### src/rtl/wdt_keyed_pkg.sv
package wdt_keyed_pkg;

    typedef enum logic [2:0] {
        KS_IDLE    = 3'd0,
        KS_PRE     = 3'd1,
        KS_ACTIVE  = 3'd2,
        KS_SERVICE = 3'd3,
        KS_EXPIRED = 3'd4
    } key_state_e;

    localparam logic [15:0] KEY_ARM = 16'hA5C6;
    localparam logic [15:0] KEY_GO  = 16'hDA7E;

    localparam logic [7:0] OFS_CNT_LO = 8'h10;
    localparam logic [7:0] OFS_CNT_HI = 8'h14;
    localparam logic [7:0] OFS_PER_LO = 8'h18;
    localparam logic [7:0] OFS_PER_HI = 8'h1C;
    localparam logic [7:0] OFS_TCTL   = 8'h20;
    localparam logic [7:0] OFS_GCTL   = 8'h24;
    localparam logic [7:0] OFS_WCTL   = 8'h28;

    localparam int RUN_LSB  = 6;
    localparam int TMOD_LSB = 2;
    localparam int EN_BIT   = 14;
    localparam int FLAG_BIT = 15;

    localparam logic [1:0] RUN_CONT = 2'd2;

endpackage

### src/rtl/wdt_counter64.sv
module wdt_counter64 #(
    parameter int HALF_W = 32
) (
    input  logic                  clk,
    input  logic                  rst_n,
    input  logic                  count_en,
    input  logic                  wrap_en,
    input  logic                  kick,
    input  logic                  wr_lo,
    input  logic                  wr_hi,
    input  logic                  clr_lo,
    input  logic                  clr_hi,
    input  logic [HALF_W-1:0]     wdata,
    input  logic [2*HALF_W-1:0]   period,
    output logic [2*HALF_W-1:0]   cnt,
    output logic                  hit
);
    localparam int CNT_W = 2 * HALF_W;

    typedef struct packed {
        logic [CNT_W-1:0] val;
    } cnt_st_t;

    cnt_st_t st_d, st_q;

    assign cnt = st_q.val;
    assign hit = (st_q.val >= period);

    always_comb begin
        st_d = st_q;
        if (count_en) begin
            if (!hit)
                st_d.val = st_q.val + CNT_W'(1);
            else if (wrap_en)
                st_d.val = '0;
        end
        if (wr_lo)  st_d.val[HALF_W-1:0]     = wdata;
        if (wr_hi)  st_d.val[CNT_W-1:HALF_W] = wdata;
        if (clr_lo) st_d.val[HALF_W-1:0]     = '0;
        if (clr_hi) st_d.val[CNT_W-1:HALF_W] = '0;
        if (kick)   st_d.val = '0;
    end

    always_ff @(posedge clk or negedge rst_n) begin
        if (!rst_n) st_q <= '0;
        else        st_q <= st_d;
    end

    // no enable and no write means the value holds
    assert_cnt_hold_R2: assert property (@(posedge clk) disable iff (!rst_n)
        (!count_en && !wr_lo && !wr_hi && !clr_lo && !clr_hi && !kick) |=> $stable(cnt));

    // an enabled count below the period steps by one
    assert_cnt_step_R2: assert property (@(posedge clk) disable iff (!rst_n)
        (count_en && !hit && !wr_lo && !wr_hi && !clr_lo && !clr_hi && !kick)
        |=> (cnt == $past(cnt) + CNT_W'(1)));

    // a kick always lands on zero
    assert_kick_zero_R6: assert property (@(posedge clk) disable iff (!rst_n)
        kick |=> (cnt == '0));

endmodule

### src/rtl/wdt_key_fsm.sv
module wdt_key_fsm
    import wdt_keyed_pkg::*;
#(
    parameter int          KEY_W    = 16,
    parameter logic [KEY_W-1:0] ARM_KEY = KEY_W'(KEY_ARM),
    parameter logic [KEY_W-1:0] GO_KEY  = KEY_W'(KEY_GO)
) (
    input  logic             clk,
    input  logic             rst_n,
    input  logic             key_wr,
    input  logic [KEY_W-1:0] key,
    input  logic             en_bit,
    input  logic             expire,
    output key_state_e       state_o,
    output logic             arm_ok_o,
    output logic             kick_o,
    output logic             rst_req_o
);
    typedef struct packed {
        key_state_e st;
        logic       req;
    } fsm_t;

    fsm_t f_d, f_q;
    logic arm_ok, kick;

    always_comb begin
        f_d     = f_q;
        f_d.req = 1'b0;
        arm_ok  = 1'b0;
        kick    = 1'b0;
        if (key_wr) begin
            unique case (f_q.st)
                KS_IDLE: begin
                    if (key == ARM_KEY && en_bit) begin
                        f_d.st = KS_PRE;
                        arm_ok = 1'b1;
                    end
                end
                KS_PRE: begin
                    if (key == GO_KEY) f_d.st = KS_ACTIVE;
                end
                KS_ACTIVE: begin
                    if (key == ARM_KEY) f_d.st = KS_SERVICE;
                    else begin
                        f_d.st  = KS_EXPIRED;
                        f_d.req = 1'b1;
                    end
                end
                KS_SERVICE: begin
                    if (key == GO_KEY) begin
                        f_d.st = KS_ACTIVE;
                        kick   = 1'b1;
                    end else begin
                        f_d.st  = KS_EXPIRED;
                        f_d.req = 1'b1;
                    end
                end
                default: ;
            endcase
        end
        if (expire) begin
            f_d.st  = KS_EXPIRED;
            f_d.req = 1'b1;
            kick    = 1'b0;
        end
    end

    always_ff @(posedge clk or negedge rst_n) begin
        if (!rst_n) f_q <= '{st: KS_IDLE, req: 1'b0};
        else        f_q <= f_d;
    end

    assign state_o   = f_q.st;
    assign arm_ok_o  = arm_ok;
    assign kick_o    = kick;
    assign rst_req_o = f_q.req;

    // the request never lasts two cycles
    assert_req_single_R9: assert property (@(posedge clk) disable iff (!rst_n)
        rst_req_o |=> !rst_req_o);

    // expiry is left only through system reset
    assert_expired_sticky_R9: assert property (@(posedge clk) disable iff (!rst_n)
        (state_o == KS_EXPIRED) |=> (state_o == KS_EXPIRED));

    // idle can only step to pre-active
    assert_arm_order_R4: assert property (@(posedge clk) disable iff (!rst_n)
        (state_o == KS_IDLE) |=> (state_o == KS_IDLE || state_o == KS_PRE));

    // wrong key while active requests reset
    assert_bad_key_R7: assert property (@(posedge clk) disable iff (!rst_n)
        (state_o == KS_ACTIVE && key_wr && key != ARM_KEY) |=> rst_req_o);

endmodule

### src/rtl/wdt_keyed_top.sv
module wdt_keyed_top
    import wdt_keyed_pkg::*;
#(
    parameter int ADDR_W = 8,
    parameter int DATA_W = 32
) (
    input  logic              clk,
    input  logic              rst_n,
    input  logic [ADDR_W-1:0] bus_addr,
    input  logic              bus_wr,
    input  logic [DATA_W-1:0] bus_wdata,
    input  logic              bus_rd,
    output logic [DATA_W-1:0] bus_rdata,
    output logic              wdt_rst_req_o,
    output logic              wdt_timeout_o
);
    localparam int HALF_W = DATA_W;
    localparam int CNT_W  = 2 * DATA_W;
    localparam int KEY_W  = DATA_W / 2;

    typedef struct packed {
        logic [CNT_W-1:0] per;
        logic [1:0]       run;
        logic             rel_lo;
        logic             rel_hi;
        logic [1:0]       tmod;
        logic             en;
        logic             flag;
    } cfg_t;

    cfg_t cfg_d, cfg_q;

    key_state_e       kstate;
    logic             arm_ok, kick, rst_req;
    logic [CNT_W-1:0] cnt;
    logic             hit;

    logic sel_cnt_lo, sel_cnt_hi, sel_per_lo, sel_per_hi, sel_tctl, sel_gctl, sel_wctl;
    logic locked, armed, count_en, wrap_en, expire;
    logic wr_lo, wr_hi, clr_lo, clr_hi, key_wr;

    always_comb begin
        sel_cnt_lo = (bus_addr == ADDR_W'(OFS_CNT_LO));
        sel_cnt_hi = (bus_addr == ADDR_W'(OFS_CNT_HI));
        sel_per_lo = (bus_addr == ADDR_W'(OFS_PER_LO));
        sel_per_hi = (bus_addr == ADDR_W'(OFS_PER_HI));
        sel_tctl   = (bus_addr == ADDR_W'(OFS_TCTL));
        sel_gctl   = (bus_addr == ADDR_W'(OFS_GCTL));
        sel_wctl   = (bus_addr == ADDR_W'(OFS_WCTL));
    end

    assign locked   = (kstate != KS_IDLE);
    assign armed    = (kstate == KS_ACTIVE) || (kstate == KS_SERVICE);
    assign count_en = (cfg_q.run != 2'd0) && cfg_q.rel_lo && cfg_q.rel_hi
                      && (kstate != KS_EXPIRED);
    assign wrap_en  = (cfg_q.run == RUN_CONT) && !armed;
    assign expire   = armed && count_en && hit;
    assign key_wr   = bus_wr && sel_wctl;

    assign wr_lo  = bus_wr && !locked && sel_cnt_lo && !cfg_q.rel_lo;
    assign wr_hi  = bus_wr && !locked && sel_cnt_hi && !cfg_q.rel_hi;
    assign clr_lo = bus_wr && !locked && sel_gctl && cfg_q.rel_lo && !bus_wdata[0];
    assign clr_hi = bus_wr && !locked && sel_gctl && cfg_q.rel_hi && !bus_wdata[1];

    wdt_key_fsm #(.KEY_W(KEY_W)) key_fsm_i (
        .clk       (clk),
        .rst_n     (rst_n),
        .key_wr    (key_wr),
        .key       (bus_wdata[DATA_W-1:KEY_W]),
        .en_bit    (bus_wdata[EN_BIT]),
        .expire    (expire),
        .state_o   (kstate),
        .arm_ok_o  (arm_ok),
        .kick_o    (kick),
        .rst_req_o (rst_req)
    );

    wdt_counter64 #(.HALF_W(HALF_W)) counter_i (
        .clk      (clk),
        .rst_n    (rst_n),
        .count_en (count_en),
        .wrap_en  (wrap_en),
        .kick     (kick),
        .wr_lo    (wr_lo),
        .wr_hi    (wr_hi),
        .clr_lo   (clr_lo),
        .clr_hi   (clr_hi),
        .wdata    (bus_wdata),
        .period   (cfg_q.per),
        .cnt      (cnt),
        .hit      (hit)
    );

    always_comb begin
        cfg_d = cfg_q;
        if (bus_wr && !locked) begin
            if (sel_per_lo) cfg_d.per[HALF_W-1:0]     = bus_wdata;
            if (sel_per_hi) cfg_d.per[CNT_W-1:HALF_W] = bus_wdata;
            if (sel_tctl)   cfg_d.run = bus_wdata[RUN_LSB +: 2];
            if (sel_gctl) begin
                cfg_d.rel_lo = bus_wdata[0];
                cfg_d.rel_hi = bus_wdata[1];
                cfg_d.tmod   = bus_wdata[TMOD_LSB +: 2];
            end
        end
        if (arm_ok) cfg_d.en = 1'b1;
        if (key_wr && bus_wdata[FLAG_BIT]) cfg_d.flag = 1'b0;
        if (expire) cfg_d.flag = 1'b1;
    end

    always_ff @(posedge clk or negedge rst_n) begin
        if (!rst_n) cfg_q <= '0;
        else        cfg_q <= cfg_d;
    end

    always_comb begin
        bus_rdata = '0;
        if (bus_rd) begin
            if (sel_cnt_lo) bus_rdata = cnt[HALF_W-1:0];
            if (sel_cnt_hi) bus_rdata = cnt[CNT_W-1:HALF_W];
            if (sel_per_lo) bus_rdata = cfg_q.per[HALF_W-1:0];
            if (sel_per_hi) bus_rdata = cfg_q.per[CNT_W-1:HALF_W];
            if (sel_tctl)   bus_rdata[RUN_LSB +: 2] = cfg_q.run;
            if (sel_gctl) begin
                bus_rdata[0]             = cfg_q.rel_lo;
                bus_rdata[1]             = cfg_q.rel_hi;
                bus_rdata[TMOD_LSB +: 2] = cfg_q.tmod;
            end
            if (sel_wctl) begin
                bus_rdata[EN_BIT]   = cfg_q.en;
                bus_rdata[FLAG_BIT] = cfg_q.flag;
            end
        end
    end

    assign wdt_rst_req_o = rst_req;
    assign wdt_timeout_o = cfg_q.flag;

    // configuration frozen once the first key is taken
    assert_cfg_locked_R5: assert property (@(posedge clk) disable iff (!rst_n)
        locked |=> ($stable(cfg_q.per) && $stable(cfg_q.run)
                    && $stable(cfg_q.rel_lo) && $stable(cfg_q.rel_hi) && $stable(cfg_q.tmod)));

    // flag only rises together with a reset request
    assert_flag_with_req_R8: assert property (@(posedge clk) disable iff (!rst_n)
        $rose(wdt_timeout_o) |-> wdt_rst_req_o);

    // armed and at the period means a request next cycle
    assert_expire_req_R8: assert property (@(posedge clk) disable iff (!rst_n)
        (armed && count_en && hit) |=> (wdt_rst_req_o && wdt_timeout_o));

    // a released half cannot be written
    assert_rel_guard_R11: assert property (@(posedge clk) disable iff (!rst_n)
        (cfg_q.rel_lo && !count_en && !kick && !clr_lo) |=> $stable(cnt[HALF_W-1:0]));

endmodule

### config.mk
export PLATFORM = sky130hd
export DESIGN_NAME = wdt_keyed_top
export DESIGN_NICKNAME = d
export VERILOG_FILES = /design/src/rtl/wdt_keyed_pkg.sv /design/src/rtl/wdt_counter64.sv /design/src/rtl/wdt_key_fsm.sv /design/src/rtl/wdt_keyed_top.sv
export SDC_FILE = /design/constraint.sdc
export NUM_CORES = 1
export LEC_CHECK = 0
export BUFFER_PORTS_ARGS = -buffer_cell sky130_fd_sc_hd__buf_2
export CORE_MARGIN = 2
export CORE_UTILIZATION = 33
export CTS_BUF_LIST = sky130_fd_sc_hd__clkbuf_16
export CTS_CLUSTER_DIAMETER = 150
export DETAILED_ROUTE_END_ITERATION = 8
export PLACE_DENSITY = 0.52
export SLEW_MARGIN = 20
export SYNTH_ARGS = -nofsm -noshare
export SYNTH_HDL_FRONTEND = slang
export SYNTH_SLANG_ARGS = --single-unit
### constraint.sdc
create_clock -name clk -period 6.05 [get_ports clk]
set_input_delay 1.21 -clock clk [delete_from_list [all_inputs] [get_ports clk]]
set_output_delay 1.21 -clock clk [all_outputs]
set_load 0.01 [all_outputs]
==> results.toml <==
[synthesis]
syn_inst = 1167
syn_nets = 1276
synthArstFlopShare_pct = 100
yosysTopAreaCellShare_pct = 34.4
syn_avg_cell_area_um2 = 8.72
ys_top_cells_by_count = "140 x dfrtp_1, 108 x nor2_1, 89 x inv_1"
synth_edf_count = 0
synth_warnings = 0
seq_area_frac_synth_pct = 34.4
netlist-cell-type-count = 71
synth.largest_area_cell = "dfrtp_1"
synth.area.top_cells = "dfrtp_1 34%, mux2_2 9.2%, ha_1 8.0%, a22oi_1 4.9%, nor2_1 4.0%"
netlist_area_um2 = 10200
synth_top_flop_cell = "dfrtp_1"
ys_ff_latch = 140
yosysMostFrequentCell = "dfrtp_1"

[final_layout]
fin_util_pct = 38.1
areaGrowthSynthToFinish_pct = 14.4
n_antenna_cell = 0
nNetsFinal = 1326
fin_cells = 1626
drive_gt1_share_pct = 19.9

[min_path]
min_path_type = "reg -> reg"
hold_path_depth = 1
min_to = "cfg_q[2]"
worstHoldStart = "cfg_q[2]"

[cts]
clk_path_buf_depth = 2
cts_buffers = 17
cts.repair.resized = 0
cts_root_buf = "clkbuf_16"
htreeDepth = 4
insertion_delay_ns = 0.45
cts_tree = "yes"
cts_sinks = 140
cts_setup_buffers = 0
clk_pin_slew_ns = 0.07
cts_hold_buf = 0

[run]
maxCapViolCount = 0

[sta]
fin_skew_ns = 0.0128
rsz0062_at_grt = "false"
max_freq_ghz = 0.221
worst_slew_pin_slew_ns = 0.985
setup_slack_ns = 1.52
finalHoldViolCount = 0
finalMaxSlewViolations = 0
timing.hold.ws_ns = 0.513
relSlewSlack_pct = 34.4
period_minus_slack_ns = 4.53
finalSetupViolCount = 0
tns_ns = 0
post-route-period-util_pct = 74.8

[critical_path]
cp.required_ns = 6.36
path_class = "reg -> reg"
reg2reg_depth = 10
rr_startpoint = "counter_i.cnt[30]"
critPathCaptureType = "register"
reg2reg_to = "counter_i.cnt[3]"
start_kind = "register"
r2r_slack_ns = 1.52
critical_path_arrival_ns = 4.83
worstPathMaxFanout = 28

[floorplanning]
fp.dieH_um = 180
coreArea_um2 = 30500
io_pins = 78
rows = 64
die_area_um2 = 32200
start_util_pct = 33.3
die_w_um = 180

[detailed_routing]
avgRoutedWirePerCell_um = 22.8
drtIter0Drc = 929
detail-route-antenna-nets = 0
totalWireLength_mm = 37.1
first_pass_iters = 5
drc = 0
viasPerCell = 5.94
vias = 9654

[place]
globalplace.congestion = 0.893
post-place-ws_ns = 1.54
placed_cells = 1593
hpwl_mm = 25.9
io_buffers = 77

[global_routing]
grt_start_max_net_pins = 99
grt_pass1_vias = 9341
grt_pass1_wl_mm = 57.7
gr-total-overflow = 0
antenna_found_initial = 0
grt_usage_pct = 23.0

[power_and_ir_drop]
cellPowerDensity_nw_per_um2 = 226
ir_drop_mv = 0.203
p_leak_nw = 4.78

[outcome]
status = "finished clean"
logic make-up after synthesis:
| kind of cell | after synthesis | synth area share (%) |
|---|---|---|
| flip-flops | 140 | 34.4 |
| XOR/XNOR | 4 | 0.344 |
| AO/OA/AOI/OAI | 311 | 21.2 |
| multiplexers | 86 | 9.58 |
| AND/OR/NAND/NOR | 402 | 20.2 |
| adder cells (fa/ha/maj) | 65 | 8.00 |
| buffers and inverters | 159 | 6.30 |
worst max path at each step:
| stage | end | start | cells past startpoint |
|---|---|---|---|
| floorplan | bus_rdata[14] | bus_addr[5] | 6 |
| global placement | counter_i.cnt[3] | counter_i.cnt[30] | 10 |
| detailed placement | bus_rdata[3] | bus_addr[5] | 8 |
| CTS | bus_rdata[3] | bus_addr[5] | 8 |
| global route | counter_i.cnt[3] | counter_i.cnt[30] | 10 |
| finish | counter_i.cnt[3] | counter_i.cnt[30] | 10 |
layout by cell type (no fill, tap or decap), drive strengths merged, types with 24 or more instances in the layout:
cell and instances:
a211oi 34, nand4 28, nor3 72, inv 94, o21ai 31, nand3 40, nand2 70, a22oi 67
and3 24, mux2 85, nor2 108, buf 101, dfrtp 140, a21oi 74, ha 65
report_power, final:
part	switching (mW)	internal, mW
Clock	0.472	0.656
Sequential	0.0870	0.989
Combinational	0.256	0.170
Total	0.814	1.82
critical path, cell delays in order, from the launching register on:
cell and delay [ns]:
dfrtp_1 0.48, ha_1 0.36, nand4_1 0.26, nor4_2 0.80, nand2_1 0.11, o21ai_0 0.55, o41a_1 0.62, buf_4 0.48
nor4_1 0.10, a2111oi_0 0.49, nor3_1 0.10
registers in the layout, summed over array words and instances, names as in the netlist:
| register | cells |
|---|---|
| counter_i.cnt | 64 |
| key_fsm_i.rst_req_o | 1 |
| wdt_timeout_o | 1 |
| cfg_q | 71 |
| key_fsm_i.state_o | 3 |
per-layer routing:
| metal | up-vias | GRT usage, % | wire length (µm) |
|---|---|---|---|
| li1 | 4489 | - | - |
| met5 | - | 0 | 0 |
| met1 | 4780 | 31.7 | 17100 |
| met4 | 0 | 8.00 | 971 |
| met2 | 329 | 36.5 | 17000 |
| met3 | 56 | 3.75 | 1990 |
area by class of cell:
class,count,area (µm²)
Clock buffer,17,425
Multi-Input combinational cell,868,6110
Clock inverter,15,186
Tap cell,396,495
Fill cell,3102,18900
Timing Repair Buffer,101,584
Inverter,89,334
Sequential cell,140,3500
metrics by stage:
step	power [mW]	instance area [µm²]
2_1_floorplan	1.34	10200
3_3_place_gp	1.51	11000
3_5_place_dp	1.51	11000
4_1_cts	2.64	11600
5_1_grt	2.75	11600
6_report	2.63	11600
Note: power is estimated with default switching activity, not from simulation.
